**config.mk**
```make
export PLATFORM = sky130hd
export DESIGN_NAME = iter_stop_ctrl
export DESIGN_NICKNAME = d
export VERILOG_FILES = /design/src/rtl/iter_stop_pkg.sv /design/src/rtl/isc_crc_serial.sv /design/src/rtl/isc_iter_track.sv /design/src/rtl/isc_stop_rules.sv /design/src/rtl/iter_stop_ctrl.sv
export SDC_FILE = /design/constraint.sdc
export NUM_CORES = 1
export LEC_CHECK = 0
export BUFFER_PORTS_ARGS = -buffer_cell sky130_fd_sc_hd__buf_2
export CAP_MARGIN = 20
export CORE_UTILIZATION = 45
export DETAILED_ROUTE_END_ITERATION = 7
export HOLD_SLACK_MARGIN = 0.06
export PLACE_DENSITY = 0.67
export SLEW_MARGIN = 20
export SYNTH_ARGS = -nofsm -noshare
export SYNTH_HDL_FRONTEND = slang
export SYNTH_SLANG_ARGS = --single-unit
```
**constraint.sdc**
```tcl
create_clock -name clk -period 8.6 [get_ports clk]
set_clock_uncertainty 0.2 [all_clocks]
set_input_delay 0.43 -clock clk [delete_from_list [all_inputs] [get_ports clk]]
set_output_delay 0.43 -clock clk [all_outputs]
set_load 0.005 [all_outputs]
```
**src/rtl/iter_stop_pkg.sv**
```systemverilog
package iter_stop_pkg;
  typedef enum logic [1:0] {
    WHY_NONE = 2'b00,
    WHY_SNR  = 2'b01,
    WHY_CRC  = 2'b10,
    WHY_MAX  = 2'b11
  } stop_why_e;
endpackage

```
**src/rtl/isc_crc_serial.sv**
```systemverilog
// Serial CRC over one iteration's hard decisions plus consecutive-pass run counter.
module isc_crc_serial #(
  parameter int CRC_W  = 32,
  parameter int LEN_W  = 6,
  parameter int NEED_W = 3
) (
  input  logic              clk,
  input  logic              rst_n,
  input  logic              clr_i,
  input  logic              bit_vld_i,
  input  logic              bit_i,
  input  logic              last_i,
  input  logic [CRC_W-1:0]  poly_i,
  input  logic [LEN_W-1:0]  len_i,
  input  logic [NEED_W-1:0] need_i,
  output logic              crc_pass_o,
  output logic              need_met_o
);
  localparam logic [NEED_W-1:0] RUN_SAT = '1;

  logic [LEN_W-1:0]  len_eff;
  logic [CRC_W-1:0]  mask;
  logic [CRC_W-1:0]  rem_q, rem_nxt;
  logic [NEED_W-1:0] run_q;
  logic              pass_q;
  logic              top_bit, fb;
  logic              acc;

  assign acc = bit_vld_i && !clr_i;

  always_comb begin
    if (len_i == '0 || len_i > LEN_W'(CRC_W)) len_eff = LEN_W'(CRC_W);
    else                                      len_eff = len_i;
  end

  // Active-length mask, one bit per register stage
  for (genvar i = 0; i < CRC_W; i++) begin : g_mask
    assign mask[i] = (LEN_W'(i) < len_eff);
  end

  // Select the current top stage without a variable-width index
  always_comb begin
    top_bit = 1'b0;
    for (int i = 0; i < CRC_W; i++) begin
      if (LEN_W'(i + 1) == len_eff) top_bit = rem_q[i];
    end
  end

  assign fb      = top_bit ^ bit_i;
  assign rem_nxt = ({rem_q[CRC_W-2:0], 1'b0} ^ ({CRC_W{fb}} & poly_i)) & mask;

  always_ff @(posedge clk or negedge rst_n) begin
    if (!rst_n) begin
      rem_q  <= '0;
      run_q  <= '0;
      pass_q <= 1'b0;
    end else if (clr_i) begin
      rem_q  <= '0;
      run_q  <= '0;
      pass_q <= 1'b0;
    end else if (acc) begin
      if (last_i) begin
        rem_q  <= '0;
        pass_q <= (rem_nxt == '0);
        if (rem_nxt == '0) run_q <= (run_q == RUN_SAT) ? run_q : run_q + 1'b1;
        else               run_q <= '0;
      end else begin
        rem_q <= rem_nxt;
      end
    end
  end

  assign crc_pass_o = pass_q;
  assign need_met_o = (run_q != '0) && (run_q >= need_i);

  // After a frame ends, the run count is nonzero exactly when the frame passed
  assert_run_tracks_pass_R7: assert property (@(posedge clk) disable iff (!rst_n)
    (acc && last_i) |=> (pass_q == (run_q != '0)));

  // Register is zero at the start of every new frame
  assert_rem_cleared_R5: assert property (@(posedge clk) disable iff (!rst_n)
    (acc && last_i) |=> (rem_q == '0));

  // Idle cycles between sub-blocks leave the CRC state untouched
  assert_gap_holds_R6: assert property (@(posedge clk) disable iff (!rst_n)
    (!bit_vld_i && !clr_i) |=> $stable(rem_q));
endmodule

```
**src/rtl/isc_iter_track.sv**
```systemverilog
// Active iteration number and pass-within-iteration tracking.
module isc_iter_track #(
  parameter int ITER_W = 5
) (
  input  logic              clk,
  input  logic              rst_n,
  input  logic              start_i,
  input  logic              advance_i,
  output logic [ITER_W-1:0] act_iter_o,
  output logic              second_o
);
  localparam logic [ITER_W-1:0] ITER_SAT = '1;

  logic [ITER_W-1:0] iter_q;
  logic              half_q;

  always_ff @(posedge clk or negedge rst_n) begin
    if (!rst_n) begin
      iter_q <= '0;
      half_q <= 1'b0;
    end else if (start_i) begin
      iter_q <= ITER_W'(1);
      half_q <= 1'b0;
    end else if (advance_i) begin
      half_q <= ~half_q;
      if (half_q && iter_q != ITER_SAT) iter_q <= iter_q + 1'b1;
    end
  end

  assign act_iter_o = iter_q;
  assign second_o   = half_q;

  assert_iter_step_R1: assert property (@(posedge clk) disable iff (!rst_n)
    !start_i |=> (iter_q == $past(iter_q)) || (iter_q == $past(iter_q) + ITER_W'(1)));

  assert_half_flips_R1: assert property (@(posedge clk) disable iff (!rst_n)
    (advance_i && !start_i) |=> (half_q != $past(half_q)));
endmodule

```
**src/rtl/isc_stop_rules.sv**
```systemverilog
// Applies the stop rules at each pass pulse and holds the outcome.
module isc_stop_rules
  import iter_stop_pkg::*;
#(
  parameter int ITER_W = 5,
  parameter int SNR_W  = 8
) (
  input  logic              clk,
  input  logic              rst_n,
  input  logic              start_i,
  input  logic              pass_done_i,
  input  logic [SNR_W-1:0]  pass_snr_i,
  input  logic [SNR_W-1:0]  snr_thr_i,
  input  logic              en_snr_i,
  input  logic              en_crc_i,
  input  logic              en_max_i,
  input  logic [ITER_W-1:0] min_iter_i,
  input  logic [ITER_W-1:0] max_iter_i,
  input  logic [ITER_W-1:0] act_iter_i,
  input  logic              second_i,
  input  logic              crc_met_i,
  output logic              run_o,
  output logic              stop_now_o,
  output logic              stop_o,
  output logic              done_o,
  output logic [1:0]        reason_o,
  output logic              snr_exceed_o,
  output logic              cfg_err_o
);
  stop_why_e why, why_q;
  logic run_q, stop_q, done_q, snr_q, cfg_q;
  logic min_ok, snr_hi, hit_snr, hit_crc, hit_max;

  assign min_ok  = (act_iter_i >= min_iter_i);
  assign snr_hi  = (pass_snr_i > snr_thr_i);
  assign hit_snr = en_snr_i && snr_hi && min_ok;
  assign hit_crc = en_crc_i && crc_met_i && min_ok;
  assign hit_max = en_max_i && second_i && (act_iter_i >= max_iter_i);

  // Fixed priority: SNR, then CRC, then iteration limit
  always_comb begin
    if      (hit_snr) why = WHY_SNR;
    else if (hit_crc) why = WHY_CRC;
    else if (hit_max) why = WHY_MAX;
    else              why = WHY_NONE;
  end

  assign stop_now_o = pass_done_i && run_q && !start_i && (why != WHY_NONE);

  always_ff @(posedge clk or negedge rst_n) begin
    if (!rst_n) begin
      run_q  <= 1'b0;
      stop_q <= 1'b0;
      done_q <= 1'b0;
      why_q  <= WHY_NONE;
      snr_q  <= 1'b0;
    end else if (start_i) begin
      run_q  <= 1'b1;
      stop_q <= 1'b0;
      done_q <= 1'b0;
      why_q  <= WHY_NONE;
      snr_q  <= 1'b0;
    end else begin
      done_q <= 1'b0;
      if (pass_done_i && run_q) begin
        snr_q <= snr_hi;
        if (stop_now_o) begin
          run_q  <= 1'b0;
          stop_q <= 1'b1;
          done_q <= 1'b1;
          why_q  <= why;
        end
      end
    end
  end

  always_ff @(posedge clk or negedge rst_n) begin
    if (!rst_n) cfg_q <= 1'b0;
    else        cfg_q <= (min_iter_i > max_iter_i);
  end

  assign run_o        = run_q;
  assign stop_o       = stop_q;
  assign done_o       = done_q;
  assign reason_o     = why_q;
  assign snr_exceed_o = snr_q;
  assign cfg_err_o    = cfg_q;

  assert_done_single_R9: assert property (@(posedge clk) disable iff (!rst_n)
    done_q |=> !done_q);

  assert_stop_held_R9: assert property (@(posedge clk) disable iff (!rst_n)
    (stop_q && !start_i) |=> (stop_q && $stable(why_q)));

  assert_reason_set_R8: assert property (@(posedge clk) disable iff (!rst_n)
    stop_q |-> (why_q != WHY_NONE));

  assert_early_after_min_R3: assert property (@(posedge clk) disable iff (!rst_n)
    (done_q && (why_q == WHY_SNR || why_q == WHY_CRC)) |-> ($past(act_iter_i) >= $past(min_iter_i)));

  assert_run_excl_stop_R13: assert property (@(posedge clk) disable iff (!rst_n)
    !(run_q && stop_q));
endmodule

```
**src/rtl/iter_stop_ctrl.sv**
```systemverilog
// Top: stopping controller for an iterative two-pass soft decoder.
module iter_stop_ctrl #(
  parameter  int SNR_W  = 8,
  parameter  int ITER_W = 5,
  parameter  int CRC_W  = 32,
  parameter  int NEED_W = 3,
  localparam int LEN_W  = $clog2(CRC_W + 1)
) (
  input  logic              clk,
  input  logic              rst_n,
  input  logic              start_i,
  input  logic [ITER_W-1:0] min_iter_i,
  input  logic [ITER_W-1:0] max_iter_i,
  input  logic              en_snr_i,
  input  logic              en_crc_i,
  input  logic              en_max_i,
  input  logic [SNR_W-1:0]  snr_thr_i,
  input  logic [CRC_W-1:0]  crc_poly_i,
  input  logic [LEN_W-1:0]  crc_len_i,
  input  logic [NEED_W-1:0] crc_need_i,
  input  logic              pass_done_i,
  input  logic [SNR_W-1:0]  pass_snr_i,
  input  logic              hd_valid_i,
  output logic              hd_ready_o,
  input  logic              hd_bit_i,
  input  logic              hd_last_i,
  output logic              stop_o,
  output logic              done_o,
  output logic [1:0]        reason_o,
  output logic              crc_pass_o,
  output logic              snr_exceed_o,
  output logic [ITER_W-1:0] act_iter_o,
  output logic              cfg_err_o
);
  logic              run, stop_now, second, crc_met;
  logic [ITER_W-1:0] act_iter;

  isc_crc_serial #(.CRC_W(CRC_W), .LEN_W(LEN_W), .NEED_W(NEED_W)) u_crc (
    .clk        (clk),
    .rst_n      (rst_n),
    .clr_i      (start_i),
    .bit_vld_i  (hd_valid_i && run),
    .bit_i      (hd_bit_i),
    .last_i     (hd_last_i),
    .poly_i     (crc_poly_i),
    .len_i      (crc_len_i),
    .need_i     (crc_need_i),
    .crc_pass_o (crc_pass_o),
    .need_met_o (crc_met)
  );

  isc_iter_track #(.ITER_W(ITER_W)) u_iter (
    .clk        (clk),
    .rst_n      (rst_n),
    .start_i    (start_i),
    .advance_i  (pass_done_i && run && !stop_now),
    .act_iter_o (act_iter),
    .second_o   (second)
  );

  isc_stop_rules #(.ITER_W(ITER_W), .SNR_W(SNR_W)) u_rules (
    .clk          (clk),
    .rst_n        (rst_n),
    .start_i      (start_i),
    .pass_done_i  (pass_done_i),
    .pass_snr_i   (pass_snr_i),
    .snr_thr_i    (snr_thr_i),
    .en_snr_i     (en_snr_i),
    .en_crc_i     (en_crc_i),
    .en_max_i     (en_max_i),
    .min_iter_i   (min_iter_i),
    .max_iter_i   (max_iter_i),
    .act_iter_i   (act_iter),
    .second_i     (second),
    .crc_met_i    (crc_met),
    .run_o        (run),
    .stop_now_o   (stop_now),
    .stop_o       (stop_o),
    .done_o       (done_o),
    .reason_o     (reason_o),
    .snr_exceed_o (snr_exceed_o),
    .cfg_err_o    (cfg_err_o)
  );

  assign hd_ready_o = run;
  assign act_iter_o = act_iter;

  // A stop always freezes the iteration number it was declared at
  assert_iter_frozen_R9: assert property (@(posedge clk) disable iff (!rst_n)
    (stop_o && !start_i) |=> $stable(act_iter));
endmodule

```
[Yosys cells after proc, flatten, opt, wreduce, memory -nomap -nowiden]
Cells that the tools add are included.
Storage, ports and cells
  register bits: 49
  word-level logic and storage cells: 188
  memories: 0
  bits in read-only memories: 0
  memory bits (writable): 0
  latch bits: 0
Cells by class
  div/mod/pow operators: 0
  $lt $le $gt $ge: 38
  reductions and logical operators: 31
  bitwise logic cells: 5
  equal/unequal tests: 35
  shift-type cells: 0
  mux-type cells: 66
  $add $sub $neg: 2
  multipliers: 0
Operators with widths (count)
  equality test 5 x 6 -> 1 bit, first input constant: 16
  less-than comparator 5 x 6 -> 1 bit, first input constant: 16
  two-way mux 32 bit: 3
  bitwise AND 32 bit: 2
  equality test 4 x 6 -> 1 bit, first input constant: 8
  less-than comparator 4 x 6 -> 1 bit, first input constant: 8
  two-way mux 1 bit: 48
  zero test 32 bit: 1
  XOR 32 bit: 1
  equality test 3 x 6 -> 1 bit, first input constant: 4
  less-than comparator 3 x 6 -> 1 bit, first input constant: 4
  two-way mux 3 bit: 5
  two-way mux 5 bit: 3
  logical AND 1 bit: 14
  nonzero test 2 bit: 7
  equality test 2 x 6 -> 1 bit, first input constant: 2
  less-than comparator 1 x 6 -> 1 bit, first input constant: 2
  less-than comparator 2 x 6 -> 1 bit, first input constant: 2
  two-way mux 2 bit: 6
  >= comparator 5 bit: 2
  greater-than comparator 8 bit: 1
  equality test 1 x 6 -> 1 bit, first input constant: 1
  equality test 6 bit, first input constant: 1
  greater-than comparator 6 bit, second input constant: 1
  16 further kinds: 19

[Depth between registers and ports, before layout]
  depth after elaboration: 45
  gate-level depth with buffers: 16
  mapped depth without buffers: 13

[Cells and area by module]
From an unflattened synthesis, not the netlist that was laid out.
Unflattened totals
  cells, all modules: 575
  area, all modules: 4738.3 µm²
By module, submodules not included
  isc_crc_serial: cells each 447, area each 3534.6 µm², times used 1, seq. area each 900.9 µm²
  isc_stop_rules: cells each 101, area each 889.6 µm², times used 1, seq. area each 175.2 µm²
  isc_iter_track: cells each 25, area each 299.0 µm², times used 1, seq. area each 150.1 µm²
  iter_stop_ctrl: cells each 2, area each 15.0 µm², times used 1, seq. area each 0.0 µm²

[Worst setup path before layout]
Ideal clock, no wire load.
  path type: input port to flip-flop
  from: input port crc_len_i[0]
  to: register u_crc.run_q[0]
  setup time: 0.078 ns
  setup slack: 5.028 ns
  path buffers: 1
  stages: 13
  arrival: 3.294 ns
  path through: buf_4 > mux2_1 > o22a_1 > nor3_1 > nor2_1 > a31o_4 > o21a_4 > or3_4 > a2111oi_4 > o221ai_2 > nor4_4 > nand3_1 > a21oi_1
On the way
  cells in the longest elaborated chain, start to end: 45
  elaborated cells between the ends (all ways): 111
  those cells by class: order compare: 33; eq/ne: 33; mux: 37; bitwise: 4; reduce/logical: 4
Ends and longest elaborated chain
  from (decl): RTL line iter_stop_ctrl.sv:19  | input logic [LEN_W-1:0] crc_len_i,
  greater-than comparator 6 bit / zero test 6 bit (equally long branches): RTL line isc_crc_serial.sv:32  | if (len_i == '0 || len_i > LEN_W'(CRC_W)) len_eff = LEN_W'(CRC_W);
  logical OR 1 bit: RTL line isc_crc_serial.sv:32
  two-way mux 6 bit *: RTL line isc_crc_serial.sv:32
  equality test 1 x 6 -> 1 bit: RTL line isc_crc_serial.sv:45  | if (LEN_W'(i + 1) == len_eff) top_bit = rem_q[i];
  two-way mux 1 bit (32 in series): RTL line isc_crc_serial.sv:45
  XOR 1 bit: RTL line isc_crc_serial.sv:49  | assign fb = top_bit ^ bit_i;
  bitwise AND 32 bit: RTL line isc_crc_serial.sv:50  | assign rem_nxt = ({rem_q[CRC_W-2:0], 1'b0} ^ ({CRC_W{fb}} & poly_i)) & mask;
  XOR 32 bit: RTL line isc_crc_serial.sv:50
  bitwise AND 32 bit *: RTL line isc_crc_serial.sv:50
  zero test 32 bit *: RTL line isc_crc_serial.sv:65  | if (rem_nxt == '0) run_q <= (run_q == RUN_SAT) ? run_q : run_q + 1'b1;
  two-way mux 3 bit: RTL line isc_crc_serial.sv:65
  two-way mux 3 bit: RTL line isc_crc_serial.sv:62  | if (last_i) begin
  two-way mux 3 bit: RTL line isc_crc_serial.sv:61  | end else if (acc) begin
  two-way mux 3 bit: RTL line isc_crc_serial.sv:57  | end else if (clr_i) begin
  to (signal assigned): RTL line isc_crc_serial.sv:65
  to (decl): RTL line isc_crc_serial.sv:24  | logic [NEED_W-1:0] run_q;
Mark *: on every way between the ends. The rest lies on a longest branch, timed or not. The select of a mux whose other input is x is not followed.
A chain may end at the register's enable or synchronous reset.

[Final worst setup path]
Ends and elaborated chain as after synthesis.

==> impl_metrics.toml <==
[detailed_routing]
num_vias = 5056
wirelength_mm = 14.73
drc = 0
antenna_left = 0
avgRoutedWirePerCell_microns = 17.77
drtIter0Drc = 466
routed_via_density = 6.099
met3WireLength_mm = 1.133
top_layer_used = "met4"
met1Wirelength_mm = 6.545
firstDrtPassIters = 5
dr_wl_met2_mm = 6.795

[synth]
ys_ff_latch = 49
syn-num-nets = 733
synth_cells = 625
synth.top_cell.area_share = 0.2496
synth_edf_count = 0
syn_area_sq_um = 4913
post_synth_main_area_contributors = "dfrtp_1 (25%), ha_1 (7.9%), nand2_1 (5.1%)"
ys.flop_type = "dfrtp_1"
yosys_warnings = 0
syn_area_per_cell_sq_um = 7.862
yosysTopAreaCell = "dfrtp_1"
synthArstFlopShare = 1.000
synth_cell_types = 71
ys_top_cells_by_count = "nand2_1 (67), inv_1 (51), o21ai_0 (50)"
synth.most_common_cell = "nand2_1"
synth_seq_area_share = 0.2496

[floorplanning]
core_sq_um = 10460
row_count = 37
start_util = 0.4696
dieArea_sq_um = 11340
io_pins = 90
die-width_microns = 106.5
fp.dieH_microns = 106.5

[clocking]
clock_sinks = 49
h-tree-depth = 2
post-cts-setup-buffers = 0
cts_tree = "done"
hold_buffers = 1
cts.clk_slew.worst_paths_ps = 100
cts-root-buf = "clkbuf_8"
clkLatencyLatePin_ps = 320
clockBufferDepth = 2
numCtsBuffers = 5
ctsResizeCount = 0

[global_routing]
grt_usage = 0.2660
grt_max_degree = 50
grt_pass1_wl_mm = 24.08
overflow = 0
grt_pass1_vias = 4838
antenna_found_initial = 0

[hold_path]
min_from = "min_iter_i[3]"
min_to = "u_rules.cfg_err_o"
min_path_type = "in2reg"
worstHoldPathCells = 3

[sta]
max-slew-margin-rel = 0.3767
finalHoldViolCount = 0
slew_violations = 0
fin_crit_sh = 0.5212
final.setup.worst_slack_ps = 4118
tightest_slew_ps = 932.8
tns_ps = 0
rsz0062_at_grt = "no"
fmax_ghz = 0.2231
final-setup-viol-count = 0
min_period_ps = 4482

[worst_setup_path]
critPathMaxStageDelay_ps = 590
slowest_stage = "nor3_4"
worstPathMaxFanout = 27
end_kind = "register"
worstPathCellList = "buf_2 -> mux2_1 -> o22a_1 -> nor3_1 -> nor2_1 -> a31o_4 -> nor3_4 -> buf_4 -> nor4_1 -> a211oi_1 -> o2111ai_1 -> nor4_4 -> nand3_1 -> a21oi_1"
path_class = "in2reg"
r2r_slack_ps = 4230
start_kind = "input pin"
required_ps = 8650
reg2reg_from = "u_crc.rem_q[15]"
r2r-end = "u_crc.run_q[0]"
reg2reg_depth = 13
worstPathArrival_ps = 4540

[finish]
drive_above_1_share = 0.1674
syn_to_final_growth_pct = 11.74
diodes = 0
final_nets = 800
n_fill_cell = 1038

[status]
status = "complete, no violations"

[placement]
place_congestion = 1.031
dp_hpwl_mm = 11.08
port_buffers = 89
dp_slack_ps = 3847

[power_and_ir_drop]
clkPwrFrac = 0.255
p_int_mw = 0.3682
netSwitchingFraction = 0.3730
power_switching_mw = 0.2190
vdd_drop_max_uv = 72.66
p_leak_nw = 2.481
cellPowerDensity_nw_per_um2 = 107.0
power_frac_comb = 0.322
pwr-share-seq = 0.422

[flow_run]
max_cap_viol_count = 0
layout make-up:
| class | instances | area, sq um | share of cell area |
|---|---|---|---|
| Clock inverter | 2 | 13.76 | 0.002507 |
| Inverter | 51 | 191.4 | 0.03487 |
| Clock buffer | 6 | 72.57 | 0.01322 |
| Tap cell | 136 | 170.2 | 0.03099 |
| Multi-Input combinational cell | 492 | 3338 | 0.6080 |
| Timing Repair Buffer | 93 | 478.0 | 0.08706 |
| Sequential cell | 49 | 1226 | 0.2233 |
metrics by stage:
step                power (mW)  cells  hold slack [ps]  utilization  cell area, sq um
floorplan               0.3777    625           -65.59            -              4913
global placement        0.4343    820            274.8       0.5151              5389
detailed placement      0.4400    820            287.7       0.5151              5389
CTS                     0.5886    829            242.8       0.5243              5485
global route            0.6204    829            264.4       0.5248              5490
finish                  0.5872    829            243.1       0.5248              5490
state kept, by name, summed over array words and instances, names as in the netlist:
name	cells
u_crc.rem_q	32
u_iter.act_iter_o	5
u_crc.run_q	3
u_rules.reason_o	2
u_crc.crc_pass_o	1
u_iter.second_o	1
u_rules.cfg_err_o	1
u_rules.done_o	1
u_rules.run_o	1
u_rules.snr_exceed_o	1
u_rules.stop_o	1
worst max path at each step:
stage	end	cells after the start	startpoint	slack, ps
after floorplan	u_crc.run_q[0]	13	crc_len_i[0]	5030
after global placement	u_crc.run_q[0]	14	crc_len_i[0]	3940
after detailed placement	u_crc.run_q[0]	14	crc_len_i[0]	3850
after CTS	u_crc.run_q[0]	14	crc_len_i[0]	4180
after global routing	u_crc.run_q[1]	14	crc_len_i[0]	3850
final	u_crc.run_q[0]	14	crc_len_i[0]	4120
logic make-up (layout without fill, tap and decap cells):
kind of cell	after synthesis	in the layout	synth area share
AOI/OAI and AO/OA	197	197	0.2735
xor gates and xnor gates	12	12	0.02139
DFF	49	49	0.2496
muxes	12	12	0.02750
buffers and inverters	84	152	0.07435
adders and majority gates	31	31	0.07894
and+or+nand+nor	240	240	0.2748
power by group through the flow:
stage	Combinational (mW)	Sequential (mW)	Clock [mW]
2_1_floorplan	0.129	0.249	0
3_3_place_gp	0.182	0.252	0
3_5_place_dp	0.188	0.252	0
4_1_cts	0.189	0.248	0.152
5_1_grt	0.211	0.249	0.160
6_report	0.189	0.248	0.150
per-layer routing:
metal	GRT usage	vias up
li1	-	2436
met1	0.3543	2386
met2	0.4499	209
met3	0.03801	25
met4	0.06947	0
met5	0	-
worst max-delay path: cells and delay by family:
family	cells	cell delay [ps]
buffers and inverters	2	820
and+or+nand+nor	6	1680
AOI/OAI and AO/OA	5	1220
muxes	1	380
placed cells by master, fill, tap and decap left out, drive strengths merged, types with 4 or more instances in the layout:
cell type | netlist | routed
buf | 19 | 92
nand2 | 67 | 67
o21ai | 60 | 60
inv | 51 | 52
dfrtp | 49 | 49
a21oi | 37 | 37
nor3b | 31 | 31
ha | 31 | 31
nor2 | 29 | 29
o31ai | 19 | 19
nor4 | 19 | 19
nand2b | 16 | 16
nand3 | 14 | 14
nor3 | 14 | 14
a211oi | 13 | 13
nor2b | 10 | 10
o211ai | 10 | 10
and2 | 10 | 10
mux2i | 9 | 9
xor2 | 9 | 9
a31oi | 7 | 7
a21o | 7 | 7
nand3b | 7 | 7
o21a | 6 | 6
clkbuf | 14 | 6
and3 | 5 | 5
o2111ai | 4 | 4
o41ai | 4 | 4
or3 | 4 | 4
o22ai | 4 | 4
Note: power is estimated with default switching activity, not from simulation.
